[config.mk]
export PLATFORM = sky130hd
export DESIGN_NAME = lsu_addr_gate
export DESIGN_NICKNAME = d
export VERILOG_FILES = /design/src/rtl/lsu_gate_pkg.sv /design/src/rtl/lsu_ea_adder.sv /design/src/rtl/lsu_lane_map.sv /design/src/rtl/lsu_access_judge.sv /design/src/rtl/lsu_addr_gate.sv
export SDC_FILE = /design/constraint.sdc
export NUM_CORES = 1
export LEC_CHECK = 0
export ABC_AREA = 1
export BUFFER_PORTS_ARGS = -buffer_cell sky130_fd_sc_hd__buf_4
export CORE_MARGIN = 4
export CORE_UTILIZATION = 50
export CTS_CLUSTER_SIZE = 8
export DETAILED_ROUTE_END_ITERATION = 8
export GPL_TIMING_DRIVEN = 0
export HOLD_SLACK_MARGIN = 0.05
export MAX_ROUTING_LAYER = met4
export PLACE_DENSITY = 0.78
export SLEW_MARGIN = 0
export SYNTH_ARGS = -nofsm -noshare
export SYNTH_HDL_FRONTEND = slang
export SYNTH_SLANG_ARGS = --single-unit
[constraint.sdc]
create_clock -name clk -period 0.8 [get_ports clk]
set_input_delay 0.08 -clock clk [delete_from_list [all_inputs] [get_ports clk]]
set_output_delay 0.08 -clock clk [all_outputs]
set_load 0.01 [all_outputs]
[src/rtl/lsu_gate_pkg.sv]
package lsu_gate_pkg;

   typedef enum logic [1:0] {
      SZ_BYTE   = 2'd0,
      SZ_HALF   = 2'd1,
      SZ_WORD   = 2'd2,
      SZ_DOUBLE = 2'd3
   } lsu_size_e;

   // low-address-bit mask that must be zero for an access of this size
   function automatic logic [2:0] align_mask(lsu_size_e sz);
      logic [2:0] m;
      case (sz)
         SZ_BYTE:   m = 3'b000;
         SZ_HALF:   m = 3'b001;
         SZ_WORD:   m = 3'b011;
         default:   m = 3'b111;
      endcase
      return m;
   endfunction

   typedef struct packed {
      logic go;
      logic priv;
      logic misal;
   } lsu_verdict_t;

endpackage

[src/rtl/lsu_ea_adder.sv]
module lsu_ea_adder
   import lsu_gate_pkg::*;
#(
   parameter int AW            = 32,
   parameter bit SCALE_SUPPORT = 1'b1
) (
   input  logic [AW-1:0] base_i,
   input  logic [AW-1:0] offset_i,
   input  logic          ofs_is_reg_i,
   input  logic          ofs_scaled_i,
   input  lsu_size_e     size_i,
   output logic [AW-1:0] ea_o
);

   logic [AW-1:0] eff_ofs;

   generate
      if (SCALE_SUPPORT) begin : g_scaled
         // scaling by 1,2,4,8 is a left shift by the size code
         always_comb begin
            if (ofs_is_reg_i && ofs_scaled_i)
               eff_ofs = offset_i << size_i;
            else
               eff_ofs = offset_i;
         end
      end else begin : g_plain
         logic unused_scale;
         assign unused_scale = ofs_is_reg_i ^ ofs_scaled_i ^ (^size_i);
         assign eff_ofs = offset_i;
      end
   endgenerate

   assign ea_o = base_i + eff_ofs;

endmodule

[src/rtl/lsu_lane_map.sv]
module lsu_lane_map
   import lsu_gate_pkg::*;
#(
   parameter int WORD_BYTES = 4,
   localparam int OFS_W     = $clog2(WORD_BYTES)
) (
   input  logic [OFS_W-1:0]      byte_ofs_i,
   input  lsu_size_e             size_i,
   output logic [WORD_BYTES-1:0] lane_o
);

   localparam int PAIRS = WORD_BYTES / 2;

   // byte offset 0 drives the most significant lane
   generate
      for (genvar i = 0; i < WORD_BYTES; i++) begin : g_lane
         localparam int BYTE_HIT = WORD_BYTES - 1 - i;
         localparam int PAIR_HIT = PAIRS - 1 - (i / 2);
         always_comb begin
            case (size_i)
               SZ_BYTE: lane_o[i] = (int'(byte_ofs_i) == BYTE_HIT);
               SZ_HALF: lane_o[i] = (int'(byte_ofs_i >> 1) == PAIR_HIT);
               default: lane_o[i] = 1'b1;
            endcase
         end
      end
   endgenerate

endmodule

[src/rtl/lsu_access_judge.sv]
module lsu_access_judge
   import lsu_gate_pkg::*;
(
   input  logic [2:0]   ea_lo_i,
   input  lsu_size_e    size_i,
   input  logic         user_acc_i,
   input  logic         supervisor_i,
   output lsu_verdict_t verdict_o
);

   logic refused;
   logic odd_addr;

   assign refused  = user_acc_i & ~supervisor_i;
   assign odd_addr = |(ea_lo_i & align_mask(size_i));

   // privilege outranks alignment
   always_comb begin
      verdict_o.priv  = refused;
      verdict_o.misal = ~refused & odd_addr;
      verdict_o.go    = ~refused & ~odd_addr;
   end

endmodule

[src/rtl/lsu_addr_gate.sv]
module lsu_addr_gate
   import lsu_gate_pkg::*;
#(
   parameter int AW            = 32,
   parameter int WORD_BYTES    = 4,
   parameter bit SCALE_SUPPORT = 1'b1
) (
   input  logic                  clk,
   input  logic                  rst_n,
   input  logic                  req_valid,
   input  logic                  req_is_store,
   input  logic [AW-1:0]         req_base,
   input  logic [AW-1:0]         req_offset,
   input  logic                  req_ofs_is_reg,
   input  logic                  req_ofs_scaled,
   input  logic [1:0]            req_size,
   input  logic                  req_user_acc,
   input  logic                  req_supervisor,
   output logic                  rsp_valid,
   output logic                  rsp_is_store,
   output logic                  rsp_go,
   output logic                  rsp_priv_fault,
   output logic                  rsp_misalign_fault,
   output logic [AW-1:0]         rsp_eff_addr,
   output logic [WORD_BYTES-1:0] rsp_lane_en,
   output logic [AW-1:0]         rsp_word_addr,
   output logic [AW-1:0]         rsp_word2_addr,
   output logic                  rsp_is_double
);

   localparam int OFS_W = $clog2(WORD_BYTES);

   generate
      if (WORD_BYTES < 4 || (WORD_BYTES & (WORD_BYTES - 1)) != 0) begin : g_bad_word
         $error("WORD_BYTES must be a power of two of at least 4");
      end
      if (AW < 8) begin : g_bad_aw
         $error("AW must be at least 8");
      end
   endgenerate

   lsu_size_e    size_e;
   logic [AW-1:0] ea;
   logic [WORD_BYTES-1:0] lanes;
   lsu_verdict_t verdict;
   logic [AW-1:0] word_a;

   assign size_e = lsu_size_e'(req_size);

   lsu_ea_adder #(.AW(AW), .SCALE_SUPPORT(SCALE_SUPPORT)) u_adder (
      .base_i       (req_base),
      .offset_i     (req_offset),
      .ofs_is_reg_i (req_ofs_is_reg),
      .ofs_scaled_i (req_ofs_scaled),
      .size_i       (size_e),
      .ea_o         (ea)
   );

   lsu_lane_map #(.WORD_BYTES(WORD_BYTES)) u_lanes (
      .byte_ofs_i (ea[OFS_W-1:0]),
      .size_i     (size_e),
      .lane_o     (lanes)
   );

   lsu_access_judge u_judge (
      .ea_lo_i      (ea[2:0]),
      .size_i       (size_e),
      .user_acc_i   (req_user_acc),
      .supervisor_i (req_supervisor),
      .verdict_o    (verdict)
   );

   assign word_a = {ea[AW-1:OFS_W], {OFS_W{1'b0}}};

   // outcome flags: one pulse per request
   always_ff @(posedge clk or negedge rst_n) begin
      if (!rst_n) begin
         rsp_valid          <= 1'b0;
         rsp_go             <= 1'b0;
         rsp_priv_fault     <= 1'b0;
         rsp_misalign_fault <= 1'b0;
      end else begin
         rsp_valid          <= req_valid;
         rsp_go             <= req_valid & verdict.go;
         rsp_priv_fault     <= req_valid & verdict.priv;
         rsp_misalign_fault <= req_valid & verdict.misal;
      end
   end

   // payload: captured on each request, held otherwise
   always_ff @(posedge clk or negedge rst_n) begin
      if (!rst_n) begin
         rsp_is_store   <= 1'b0;
         rsp_eff_addr   <= '0;
         rsp_lane_en    <= '0;
         rsp_word_addr  <= '0;
         rsp_word2_addr <= '0;
         rsp_is_double  <= 1'b0;
      end else if (req_valid) begin
         rsp_is_store   <= req_is_store;
         rsp_eff_addr   <= ea;
         rsp_lane_en    <= lanes;
         rsp_word_addr  <= word_a;
         rsp_word2_addr <= (size_e == SZ_DOUBLE) ? word_a + AW'(WORD_BYTES) : word_a;
         rsp_is_double  <= (size_e == SZ_DOUBLE);
      end
   end

   // ---------------- assertions ----------------
   p_one_outcome_r10: assert property (@(posedge clk) disable iff (!rst_n)
      rsp_valid |-> $onehot({rsp_go, rsp_priv_fault, rsp_misalign_fault}));

   p_quiet_idle_r10: assert property (@(posedge clk) disable iff (!rst_n)
      !rsp_valid |-> !(rsp_go || rsp_priv_fault || rsp_misalign_fault));

   p_latency_r10: assert property (@(posedge clk) disable iff (!rst_n)
      req_valid |=> rsp_valid);

   p_refuse_user_r5: assert property (@(posedge clk) disable iff (!rst_n)
      (req_valid && req_user_acc && !req_supervisor) |=> rsp_priv_fault);

   p_priv_first_r6: assert property (@(posedge clk) disable iff (!rst_n)
      (req_valid && req_user_acc && !req_supervisor) |=> !rsp_misalign_fault);

   p_byte_aligned_r3: assert property (@(posedge clk) disable iff (!rst_n)
      (req_valid && req_size == 2'd0 && !(req_user_acc && !req_supervisor)) |=> rsp_go);

   p_word_clear_r9: assert property (@(posedge clk) disable iff (!rst_n)
      rsp_valid |-> (rsp_word_addr[OFS_W-1:0] == '0));

   p_double_step_r9: assert property (@(posedge clk) disable iff (!rst_n)
      (rsp_valid && rsp_is_double) |-> (rsp_word2_addr - rsp_word_addr == AW'(WORD_BYTES)));

   p_lanes_live_r8: assert property (@(posedge clk) disable iff (!rst_n)
      rsp_valid |-> (rsp_lane_en != '0));

endmodule

# == Word level (Yosys, flattened, before mapping) ==
# Index checks and enable logic that the tools add are counted.
# totals
regBits,104
latch_bits,0
ramBits,0
romBits,0
in_bits,74
output_inout_bits,106
wordCells,41
n_memories,0
# op_classes
addsub,2
multipliers,0
n_div,0
magnitude_cmp,0
eq_ne,6
shift,1
n_mux,7
n_bitwise,10
reduce_logical,5
# op_table
cell,n
2-to-1 mux 32 bit,2
"adder 32 x 3 -> 32 bit, second input constant",1
adder 32 bit,1
logical NOT 32 bit,1
left shift 32 x 2 -> 32 bit,1
one-hot mux 3 bit (3 select lines),1
"== test 2 bit, second input constant",4
one-hot mux 1 bit (2 select lines),4
bitwise AND 1 bit,6
"== test 2 x 1 -> 1 bit, second input constant",2
logical NOT 2 bit,2
bitwise AND 3 bit,1
inverter 1 bit,3
OR reduction 3 bit,1
logical AND 1 bit,1

# == Depth between registers and ports, before layout ==
# Gate-level depths: netlist (run 1).
# depth
ltp_word,8
ltp_mapped,25
ltp_nobuf,24

# == Cells and area by module ==
# From an unflattened synthesis (run 1), not the netlist that was laid out.
# unflattened
hier_cells,1182
hier_area_um2,7269.5
# modules_own_cells
mod,instances,cells_each,area_each_um2
lsu_addr_gate,1,481,3901.2
lsu_ea_adder,1,677,3268.1
lsu_access_judge,1,12,50.0
lsu_lane_map,1,12,50.0

# == Worst setup path before layout (run 1) ==
# OpenSTA, ideal clock, no wires.
# synth_path
path_kind,input to register
startpoint,in req_size[0]
endpoint,reg rsp_word2_addr[18]
setup_time_ps,121
arrival_ps,3114
required_time_ps,679
path_slack_ps,-2435
path_stages,21
path_cell_list,buf_1 buf_1 o21ai_0 o211ai_1 ha_1 nand2_1 nand2_1 inv_1 nand2_1 nand2_1 and2_1 ha_1 nand2_1 nor2_1 nand2_1 nand3b_4 nor2_4 nand2_2 nor2_4 nor2_1 a22o_1
# synth_between
elab_chain_cells,5
elab_cells_between_ends,6
# synth_rtl
item,line_no,rtl
"start, declared",lsu_addr_gate.sv:16,"input logic [1:0] req_size,"
left shift 32 x 2 -> 32 bit,lsu_ea_adder.sv:22,eff_ofs = offset_i << size_i;
2-to-1 mux 32 bit,lsu_ea_adder.sv:21,if (ofs_is_reg_i && ofs_scaled_i)
adder 32 bit,lsu_ea_adder.sv:33,assign ea_o = base_i + eff_ofs;
net ea[3],lsu_addr_gate.sv:43,logic [AW-1:0] ea;
adder 32 x 3 -> 32 bit,lsu_addr_gate.sv:104,rsp_word2_addr <= (size_e == SZ_DOUBLE) ? word_a + AW'(WORD_BYTES) : word_a;
2-to-1 mux 32 bit,lsu_addr_gate.sv:104,
"end signal, assigned",lsu_addr_gate.sv:104,
"end, declared",lsu_addr_gate.sv:27,"output logic [AW-1:0] rsp_word2_addr,"
# The timed path passes the listed nets, and every way through them passes these cells.
# A chain may end at the register's enable or synchronous reset.

# == Final worst setup path (run 1) ==
# layout_path
startpoint,in req_size[0]
endpoint,reg rsp_word2_addr[13]
# layout_between
elab_chain_cells,5
elab_cells_between_ends,6
# layout_rtl
item,line_no
left shift 32 x 2 -> 32 bit,lsu_ea_adder.sv:22
2-to-1 mux 32 bit,lsu_ea_adder.sv:21
adder 32 bit,lsu_ea_adder.sv:33
adder 32 x 3 -> 32 bit,lsu_addr_gate.sv:104
2-to-1 mux 32 bit (*),lsu_addr_gate.sv:104
# Mark *: on every way between the ends. The rest lies on a longest branch, timed or not.

==> reports/results.txt, run 1 <==
fin crit share - 373%
first-pass GRT wire length - 47.2 mm
Hold Path Class - primary input to asynchronous set/reset pin
Congestion Overflow GR - 0
CTS tree - done
CTS buffer count - 9
dominant cell type by area after synthesis - dfrtp_1
Pre-antenna DRT Iters - 6
final net count - 1,655
cell chain of the critical path - buf_12 -> buf_12 -> buf_12 -> mux2i_4 -> o221ai_4 -> ha_4 -> nand2_4 -> nor2_4 -> nand2_4 -> nand2_4 -> nand2_1 -> nand2_2 -> nand2_4 -> nor2_4 -> nand2_1 -> nor3_2 -> buf_4 -> buf_4 -> buf_4 -> buf_4 -> buf_4 -> nand3_1 -> nand3_1
Max-slew headroom - 39.1%
Vert. Die Dim - 130 µm
Port Buffers - 174
pre-CTS WS - -2.74 ns
Multi-input gate area - 6390 µm²
Reg area - 1800 µm²
Slowest-stage cell, CP - mux2i_4
DRC Markers - 0
Max-Cap Viols - 0
Root Buffer - clkbuf_16
ys flop type - dfrtp_1
Final min period - 2.99 ns
commonest non-fill, non-tap cell in the layout - nand2_1
Fmax achieved - 335 MHz
setup_tns - -124.55 ns
Crit path max-delay family - simple AND/OR/NAND/NOR gates
gpl congestion - 1.00
failing checks - negative hold slack, negative setup slack
leak pwr - 6.20 nW
Total GRT Usage - 36.6%
worst vdd ir - 1210 µV
Chip Width - 130 µm
Crit Path Max Fanout - 7
# diodes - 0
Core ar. - 14,600 µm²
Via Count - 10,300
final hold viol count - 72
largest net degree at the start of global routing - 73
Antenna Nets Post-Route - 0
WHS - -0.122 ns
cell area after synthesis - 7450 µm²
Required @ worst endpoint - 1.07 ns
P&R area growth vs syn - 68.4%
Pwr Density - 1760 nW/µm²
Fillers - 777
Seq cells post-synth - 72
initial core utilization - 51.1%
number of synthesized flops with an enable pin - 0
Total Wirelength - 35.9 mm
H-Tree Depth - 3
YS warnings - 0
Setup crit end kind - register
RSZ-0062 raised after global routing - true
Mapped Cells - 1,231
Post-synth ARST share - 100%
ranking of synthesized cells by area - dfrtp_1, nand2_1, inv_1
status - complete, but fails checks
Worst path most repeated cell - buf_4
# rows - 44
Setup Viol. Count Final - 173
Via density - 5.95
sequential share of the synthesized area - 24.2%
critical path depth in cells - 23
Top-Level Pins - 180
CP Data Arrival Time - 3.25 ns
DRC marker count from the first detailed-route iteration - 1,234
Synth cell types - 45
Die ar. - 16,900 µm²
R2R depth - 1
initial antenna violation count - 0
setup ws final - -2.19 ns
max incr delay on CP - 0.36 ns
clk sinks - 72
CTS Buffer Depth - 2
Clock Latency Late Sink - 0.34 ns
WS Path Type - primary input to register
Slew Limit Fails - 0
Avg WL per Cell - 20.7 µm
vias in the first global route - 9,141
clock skew - 0 ns
Syn Area/Cell - 6.05 µm²
Reg clk slew, reported paths - 0.06 ns
DP Wirelength - 21.1 mm
WP buf/inv - 8
startpoint types - primary input
most frequent cells in the layout - nand2_1, buf_4, inv_1
hold buffer count at CTS - 5
share of cells above drive strength 1 - 47.5%
Yosys top cell area share - 24.2%
Worst Max-Slew Pin Slew - 0.914 ns
power by group:
group          internal (mW)  total (mW)  leakage [nW]  switching (mW)
clock                   2.28        3.85         0.143            1.57
sequential              4.35        4.95         0.866           0.605
combinational           5.88        13.3          5.19            7.43
total                   12.5        22.1          6.20            9.60
cells by family (layout without fill, tap and decap cells):
logic type      count (synthesis)  in the layout  synth area share (%)
fa+ha+maj                      34             34                  5.81
flops                          72             72                  24.2
other cells                     1              4                0.0503
mux                            13             13                  1.75
compound gates                106            106                  9.05
simple gates                  765            765                  45.1
buf+inv                       237            555                  13.7
xor+xnor                        3              3                 0.353
layer usage:
layer	global-route usage (%)	share of wire, %	vias up
met5	-	0	-
met3	4.01	10	299
met2	60.7	46	877
li1	-	-	4501
met4	17.6	8.9	0
met1	44.5	35	4660
synth_stat cells, types with 3 or more instances:
cell type,instances
clkinv_1,3
nor3_1,6
mux2i_1,13
a31oi_1,3
nand4_1,15
o221ai_1,13
a21oi_1,23
inv_1,163
o211ai_1,19
dfrtp_1,72
o22ai_1,3
ha_1,33
clkbuf_1,23
o21ai_0,36
and2_1,7
nand3_2,8
nor2_1,97
buf_4,34
nand2_1,472
nor2_2,17
nor3_2,3
nand3_1,91
nand3b_1,4
nand2_2,29
nor2_4,11
inv_2,10
path summary, 6_finish.rpt:
kind	start	slack, ns	to
max in group asynchronous	rst_n	0.27	rsp_eff_addr[11]
worst min register to register	rsp_word2_addr[2]	0.48	rsp_word2_addr[2]
worst max register to register	rsp_word2_addr[11]	-0.09	rsp_word2_addr[11]
worst min-delay path	rst_n	-0.12	rsp_eff_addr[27]
worst max-delay path	req_size[0]	-2.19	rsp_word2_addr[13]
min in group clk	req_size[1]	0.11	rsp_misalign_fault
per-stage QoR:
| step | utilization, % | cell area (µm²) | hold slack, ns | cells | power (mW) |
|---|---|---|---|---|---|
| CTS | 79.0 | 11500 | -0.0942 | 1705 | 19.7 |
| floorplan | - | 7650 | -0.216 | 1234 | 10.2 |
| global placement | 63.0 | 9190 | 0.241 | 1592 | 13.5 |
| finish | 86.0 | 12500 | -0.122 | 1736 | 22.1 |
| detailed placement | 63.0 | 9190 | 0.241 | 1592 | 13.7 |
| global route | 86.0 | 12500 | -0.0480 | 1736 | 23.0 |
area by class of cell:
class | count | area share, %
buffer | 61 | 4.21
inverter | 176 | 5.42
tap | 184 | 1.84
sequential | 72 | 14.4
clock buffer | 12 | 2.05
multi-input combinational | 925 | 50.9
timing repair buffer | 302 | 20.9
clock inverter | 4 | 0.219
sequential cells by signal, indices dropped and copies added (netlist names):
register            cells
rsp_eff_addr           32
rsp_go                  1
rsp_is_double           1
rsp_is_store            1
rsp_lane_en             4
rsp_misalign_fault      1
rsp_priv_fault          1
rsp_valid               1
rsp_word2_addr         30
timing repair:
item                       4_1_cts  5_1_grt
hold endpoints to repair        79       72
gates cloned                     4        0
setup endpoints to repair      173      173
pin swaps                      127       77
gates resized for setup        332      167
setup buffers                   88       31
No activity file was read; power rests on OpenSTA's default activity.
==> run 2: changes to the inputs <==
--- a/config.mk
+++ b/config.mk
@@ -15,6 +15,7 @@
 export HOLD_SLACK_MARGIN = 0.05
 export MAX_ROUTING_LAYER = met4
 export PLACE_DENSITY = 0.78
+export SKIP_LAST_GASP = 1
 export SLEW_MARGIN = 0
 export SYNTH_ARGS = -nofsm -noshare
 export SYNTH_HDL_FRONTEND = slang
==> run 2 against run 1 <==
The flow now stops in 5_1_grt. Synthesized cell count unchanged. Area after synthesis unchanged.
==> reports/results.txt, run 2 <==
status - aborted with a tool error
placed cell count - 1,592
YS warnings - 0
DP Wirelength - 21.1 mm
Root Buffer - clkbuf_16
Post-synth ARST share - 100%
sequential share of the synthesized area - 24.2%
Congestion Overflow GR - 7
Chip Width - 130 µm
Syn Area/Cell - 6.05 µm²
Err - [ERROR GRT-0232] Routing congestion too high. Check the congestion heatmap in the GUI.
cell area after synthesis - 7450 µm²
CTS Buffer Depth - 2
most frequent cell after synthesis - nand2_1
Synth cell types - 45
Worst-path end type - sequential cell input
top cells by count, synth - nand2_1, inv_1, nor2_1, nand3_1, dfrtp_1
H-Tree Depth - 3
initial core utilization - 51.1%
CTS buffer count - 9
ranking of synthesized cells by area - dfrtp_1, nand2_1, inv_1
Yosys top cell area share - 24.2%
largest net degree at the start of global routing - 73
dominant cell type by area after synthesis - dfrtp_1
Seq cells post-synth - 72
clk sinks - 72
ys flop type - dfrtp_1
gpl congestion - 1.00
Exit stage - 5_1_grt
grt repair worst endpoint - rsp_word2_addr[29]$_DFFE_PN0P_/D
Mapped Cells - 1,231
number of synthesized flops with an enable pin - 0
Port Buffers - 174
# rows - 44
Top-Level Pins - 180
area of placed instances - 9190 µm²
Total GRT Usage - 64.1%
Vert. Die Dim - 130 µm
run 2: stage by stage:
step / hold slack, ns / setup WS [ns]
after CTS: -0.0942 / -1.82
after detailed placement: 0.241 / -2.74
after global placement: 0.241 / -2.78
after floorplan: -0.216 / -1.94
run 2: repair_timing:
| item | in CTS |
|---|---|
| setup endpoints to repair | 173 |
| hold buffers | 5 |
| endpoints found under the hold margin | 79 |
| buffers inserted | 88 |
| gates resized for setup | 265 |
| pin swaps | 121 |
| cloned | 4 |
run 2: per-layer routing:
layer / track usage, % / GRT overflow
met5: - / -
met3: 38.1 / 1
met4: 59.8 / 4
met1: 63.6 / 0
met2: 86.1 / 2
run 2: cell families after synthesis:
| group | Yosys count | synth area share (%) |
|---|---|---|
| simple gates | 765 | 45.1 |
| buf+inv | 237 | 13.7 |
| mux | 13 | 1.75 |
| other cells | 1 | 0.0503 |
| fa+ha+maj | 34 | 5.81 |
| xor+xnor | 3 | 0.353 |
| flops | 72 | 24.2 |
| compound gates | 106 | 9.05 |
==> run 3: changes to the inputs <==
--- a/config.mk
+++ b/config.mk
@@ -8,13 +8,10 @@
 export ABC_AREA = 1
 export BUFFER_PORTS_ARGS = -buffer_cell sky130_fd_sc_hd__buf_4
 export CORE_MARGIN = 4
-export CORE_UTILIZATION = 50
-export CTS_CLUSTER_SIZE = 8
+export CORE_UTILIZATION = 40
 export DETAILED_ROUTE_END_ITERATION = 8
 export GPL_TIMING_DRIVEN = 0
-export HOLD_SLACK_MARGIN = 0.05
-export MAX_ROUTING_LAYER = met4
-export PLACE_DENSITY = 0.78
+export PLACE_DENSITY_LB_ADDON = 0.15
 export SKIP_LAST_GASP = 1
 export SLEW_MARGIN = 0
 export SYNTH_ARGS = -nofsm -noshare
==> constraint.sdc (replaced) <==
create_clock -name clk -period 1 [get_ports clk]
set_input_delay 0.1 -clock clk [delete_from_list [all_inputs] [get_ports clk]]
set_output_delay 0.1 -clock clk [all_outputs]
set_load 0.01 [all_outputs]
==> run 3 against run 2 <==
The flow now finishes, with violations (negative hold slack, negative setup slack).
==> reports/results.txt, run 3 (synthesized netlist as in run 1, its figures left out) <==
largest net degree at the start of global routing - 73
combinational share of power - 62.4%
H-Tree Depth - 3
fin crit share - 282%
# rows - 49
Largest Register - rsp_eff_addr
clock share of power - 16.2%
final net count - 1,685
Vert. Die Dim - 144 µm
DRC Markers - 0
failing checks - negative hold slack, negative setup slack
startpoint types - primary input
Total GRT Usage - 26.6%
Largest register FFs - 32
Reg clk slew, reported paths - 0.06 ns
Pint - 10.6 mW
Die ar. - 20,900 µm²
Antenna Nets Post-Route - 0
RSZ-0062 raised after global routing - true
first-pass GRT wire length - 43.8 mm
leak pwr - 6.63 nW
CTS buffer count - 9
DP Wirelength - 20.8 mm
Chip Width - 144 µm
# diodes - 0
commonest non-fill, non-tap cell in the layout - nand2_1
most frequent cells in the layout - nand2_1, buf_4, inv_1
Final min period - 2.82 ns
largest registers - rsp_eff_addr (32), rsp_word2_addr (30), rsp_lane_en (4)
CTS Buffer Depth - 2
CTS tree - done
Via density - 5.41
WHS - -0.101 ns
Crit Path Max Fanout - 7
initial antenna violation count - 0
Via Count - 9,788
switching power total - 7.89 mW
Worst Max-Slew Pin Slew - 0.938 ns
worst vdd ir - 942 µV
final design area excluding fillers - 13,500 µm²
Required @ worst endpoint - 1.27 ns
Total Wirelength - 33.0 mm
Port Buffers - 174
Non-Filler Instances - 1,810
Core ar. - 18,100 µm²
Top-Level Pins - 180
Root Buffer - clkbuf_16
status - complete, but fails checks
Slew Limit Fails - 0
area of placed instances - 9240 µm²
Pwr Density - 1370 nW/µm²
Setup crit end kind - register
DRC marker count from the first detailed-route iteration - 716
clock skew - 0 ns
Setup Viol. Count Final - 95
WS Path Type - primary input to register
Avg WL per Cell - 18.2 µm
Max-Cap Viols - 0
setup ws final - -1.82 ns
share of cells above drive strength 1 - 52.7%
register share of total power - 21.4%
Sw Ratio - 42.7%
placed cell count - 1,637
vias in the first global route - 8,507
Fillers - 1,310
final hold viol count - 72
Max-slew headroom - 37.5%
Hold Path Class - primary input to asynchronous set/reset pin
gpl congestion - 0.981
Congestion Overflow GR - 0
pre-CTS WS - -2.58 ns
hold buffer count at CTS - 2
P&R area growth vs syn - 80.7%
Pre-antenna DRT Iters - 5
CP Data Arrival Time - 3.10 ns
initial core utilization - 41.1%
Fmax achieved - 354 MHz
clk sinks - 72
Clock Latency Late Sink - 0.34 ns
## run 3: path summary, 6_finish.rpt
| kind | startpoint | endpoint | slack [ns] | cells past startpoint |
|---|---|---|---|---|
| setup / recovery | req_size[0] | rsp_word2_addr[30] | -1.82 | 25 |
| hold / removal | rst_n | rsp_eff_addr[4] | -0.10 | 1 |
| setup reg to reg | rsp_word2_addr[18] | rsp_word2_addr[18] | 0.13 | 2 |
| hold reg to reg | rsp_is_store | rsp_is_store | 0.48 | 2 |
| max in group asynchronous | rst_n | rsp_eff_addr[24] | 0.48 | 1 |
| min in group clk | req_supervisor | rsp_priv_fault | 0.01 | 4 |
## run 3: power groups by stage
stage / Sequential (mW) / Clock [mW] / Combinational (mW)
global placement: 3.91 / 0 / 6.94
finish: 3.94 / 3.00 / 11.5
CTS: 3.89 / 3.00 / 8.74
global route: 4.01 / 3.12 / 12.2
floorplan: 4.13 / 0 / 4.05
detailed placement: 3.93 / 0 / 7.00
## run 3: cell type report
cell class	instances	area, µm²	area share (%)
multi-input cells	925	6860	50.9
repair buffers	338	2990	22.2
flip-flops and latches	72	1800	13.4
inverters	176	697	5.18
plain buffers	54	562	4.17
well taps	229	287	2.13
clock buffers	13	250	1.86
clock inverters	2	16.3	0.121
repair inverters	1	8.76	0.0650
## run 3: repair_timing
action | 4_1_cts | 5_1_grt
endpoints found under the hold margin | 74 | 20
buffers inserted | 81 | 80
pin swaps | 87 | 148
gates cloned | 6 | 0
endpoints found under the setup margin | 104 | 120
resized for setup | 296 | 362
## run 3: worst max-delay path, cell delays in order
cell and delay [ns]:
buf_12 0.12, buf_12 0.14, clkbuf_16 0.16, nand2_4 0.06, o21ai_4 0.07, o211ai_1 0.24, ha_2 0.36, nand2_2 0.07
nand2_2 0.05, inv_2 0.07, nand2_2 0.06, nand2_2 0.09, and2_4 0.18, ha_4 0.15, nand2_4 0.06, nor2_4 0.13
nand2_2 0.07, nand3b_4 0.17, nor2_4 0.15, nand2_4 0.08, nor2_4 0.17, nand2_2 0.08, nor2_2 0.10, nand3_1 0.07
nand3_1 0.08
## run 3: metrics by stage
| step | hold WS [ns] | power [mW] | setup TNS, ns | utilization [%] |
|---|---|---|---|---|
| after global routing | -0.0145 | 19.4 | -98.58 | 74.2 |
| after detailed placement | 0.256 | 10.9 | -121.36 | 50.9 |
| after CTS | -0.0574 | 15.6 | -81.88 | 63.6 |
| after floorplan | -0.196 | 8.18 | -81.39 | - |
| after global placement | 0.254 | 10.8 | -120.61 | 50.9 |
| final | -0.101 | 18.5 | -89.47 | 74.2 |
## run 3: per-layer routing
layer  vias to the layer above  track usage (%)  share of wire, %
met5                         -                0                 0
met4                         0             10.8               5.1
met3                       139             3.01               6.8
met2                       549             45.6                49
met1                      4536             34.1                39
li1                       4564                -                 -
==> run 4: changes to the inputs <==
--- a/config.mk
+++ b/config.mk
@@ -6,9 +6,9 @@
 export NUM_CORES = 1
 export LEC_CHECK = 0
 export ABC_AREA = 1
-export BUFFER_PORTS_ARGS = -buffer_cell sky130_fd_sc_hd__buf_4
+export BUFFER_PORTS_ARGS = -buffer_cell sky130_fd_sc_hd__clkbuf_2
 export CORE_MARGIN = 4
-export CORE_UTILIZATION = 40
+export CORE_UTILIZATION = 30
 export DETAILED_ROUTE_END_ITERATION = 8
 export GPL_TIMING_DRIVEN = 0
 export PLACE_DENSITY_LB_ADDON = 0.15
==> run 4 against run 3 <==
Register-to-register slack gained 0.02 ns. Wire length fell by 6.2%. Worst hold slack improved by 0.11 ns. Sequential share of layout area hardly changed. The run ends with negative setup slack left. Largest cell class unchanged. Clock power up 28%. Utilization fell by 19 points. Critical path depth decreased by 3. Global-route usage decreased by 5.7 points. Clock skew is the same.
==> reports/results.txt, run 4 (synthesized netlist as in run 1, its figures left out) <==
status - complete, but fails checks
failing checks - negative setup slack
Total GRT Usage - 20.9%
Total Wirelength - 30.9 mm
Pre-antenna DRT Iters - 5
Reg clk slew, reported paths - 0.06 ns
area of placed instances - 8960 µm²
Max-Cap Viols - 0
Hold Path Class - primary input to register
Total Power - 18.8 mW
pre-CTS WS - -2.74 ns
initial antenna violation count - 0
P&R area growth vs syn - 80.6%
DRC marker count from the first detailed-route iteration - 466
Congestion Overflow GR - 0
Setup Viol. Count Final - 93
Core ar. - 24,400 µm²
RSZ-0062 raised after global routing - true
Setup crit end kind - register
Final min period - 2.77 ns
Sw Ratio - 41.1%
Fillers - 2,330
Chip Width - 166 µm
CP Data Arrival Time - 2.98 ns
Avg WL per Cell - 16.0 µm
Via density - 4.82
leak pwr - 6.68 nW
Largest register FFs - 32
most frequent cells in the layout - nand2_1, clkbuf_2, buf_4
register share of total power - 21.0%
Hold EP - rsp_priv_fault
largest registers - rsp_eff_addr (32), rsp_word2_addr (30), rsp_lane_en (4)
DRC Markers - 0
first-pass GRT wire length - 44.9 mm
clock share of power - 20.4%
RR Endpoint - rsp_word2_addr[11]
Pwr Density - 1400 nW/µm²
crit path from - req_size[0]
Largest Register - rsp_eff_addr
Pint - 11.1 mW
DP Wirelength - 22.1 mm
H-Tree Depth - 3
share of cells above drive strength 1 - 52.6%
worst r2r src - rsp_word2_addr[11]
Vert. Die Dim - 166 µm
clk sinks - 72
Worst Max-Slew Pin Slew - 0.764 ns
CTS buffer count - 9
Crit Path Max Fanout - 7
worst hold path cell count - 3
Via Count - 9,294
Worst path most repeated cell - nand2_2
switching power total - 7.71 mW
clock skew - 0 ns
Die ar. - 27,400 µm²
Clock Latency Late Sink - 0.33 ns
final hold viol count - 0
Top-Level Pins - 180
max incr delay on CP - 0.37 ns
vias in the first global route - 8,521
cell chain of the critical path - clkbuf_16 -> buf_12 -> clkbuf_16 -> nand2_4 -> o21ai_4 -> o211ai_1 -> ha_2 -> buf_6 -> nand3_4 -> nand3_4 -> nand2_4 -> nand2_4 -> nand2_1 -> nand3_1 -> nand2_2 -> nand2_2 -> nor3_2 -> nand2_2 -> nor2_4 -> nand2_2 -> nand2_2 -> o211ai_2
# diodes - 0
Root Buffer - clkbuf_16
Worst R2R Setup Slack - 0.15 ns
Hold Startpoint - req_user_acc
Max-slew headroom - 49.1%
Fmax achieved - 361 MHz
final design area excluding fillers - 13,500 µm²
final net count - 1,707
combinational share of power - 58.6%
worst vdd ir - 1210 µV
largest net degree at the start of global routing - 60
# rows - 57
CTS tree - done
Required @ worst endpoint - 1.21 ns
Port Buffers - 174
Slowest-stage cell, CP - ha_2
initial core utilization - 30.5%
commonest non-fill, non-tap cell in the layout - nand2_1
fin crit share - 277%
post-layout util - 55.1%
CTS Buffer Depth - 2
WS Path Type - primary input to register
Slew Limit Fails - 0
R2R depth - 1
gpl congestion - 0.951
startpoint types - primary input
setup ws final - -1.77 ns
Antenna Nets Post-Route - 0
WHS - 0.00542 ns
run 4: changes by cell type in the layout (fill, tap and decap cells not counted), sizes merged:
cell | before | now
dlygate4sd3 | 2 | 3
buf | 365 | 251
inv | 172 | 174
bufinv | 0 | 3
clkbuf | 38 | 170
clkinv | 5 | 4
run 4: area by class of cell:
type | instances | area, µm² | area share, %
multi-input combinational | 925 | 6820 | 50.7
timing repair buffer | 358 | 2770 | 20.6
sequential | 72 | 1800 | 13.4
inverter | 176 | 697 | 5.18
buffer | 56 | 597 | 4.44
tap | 324 | 405 | 3.01
clock buffer | 10 | 239 | 1.78
clock inverter | 6 | 115 | 0.856
timing repair inverter | 1 | 6.26 | 0.0465
run 4: timing repair:
action,in CTS,in global routing
hold endpoints to repair,74,0
endpoints found under the setup margin,103,116
buffers inserted,93,87
pin swaps,117,166
resized for setup,315,366
cloned,5,0
hold buffers,3,0
run 4: worst max path at each step:
stage	slack, ns	endpoint	cells past startpoint
global route	-1.88	rsp_word2_addr[29]	22
finish	-1.77	rsp_word2_addr[24]	22
CTS	-1.67	rsp_word2_addr[29]	20
detailed placement	-2.74	rsp_word2_addr[29]	23
floorplan	-1.76	rsp_word2_addr[18]	22
global placement	-2.72	rsp_word2_addr[29]	23
run 4: worst max-delay path, delay by kind of cell:
family | cells | cell delay [ns]
adder cells (fa/ha/maj) | 1 | 0.37
buffers and inverters | 4 | 0.59
AO/OA/AOI/OAI | 3 | 0.41
AND/OR/NAND/NOR | 14 | 1.50
run 4: power groups by stage:
stage,clock network [mW],logic (mW),registers [mW]
2_1_floorplan,0,4.05,4.13
6_report,3.84,11.0,3.94
5_1_grt,3.98,11.9,4.01
4_1_cts,3.87,8.45,3.91
3_3_place_gp,0,6.47,3.94
3_5_place_dp,0,6.53,3.96
run 4: per-layer routing:
layer | vias to the layer above | routed length, µm | share of wire (%) | GRT usage, %
li1 | 4606 | - | - | -
met1 | 4333 | 13800 | 45 | 28.8
met2 | 311 | 15000 | 48 | 35.4
met3 | 44 | 1550 | 5.0 | 2.04
met4 | 0 | 628 | 2.0 | 5.29
met5 | - | 0 | 0 | 0
run 4: stage by stage:
| stage | setup TNS (ns) | instances |
|---|---|---|
| CTS | -83.40 | 1849 |
| global route | -95.47 | 1928 |
| finish | -88.43 | 1928 |
| detailed placement | -128.43 | 1733 |
| floorplan | -81.39 | 1234 |
| global placement | -190.02 | 1732 |
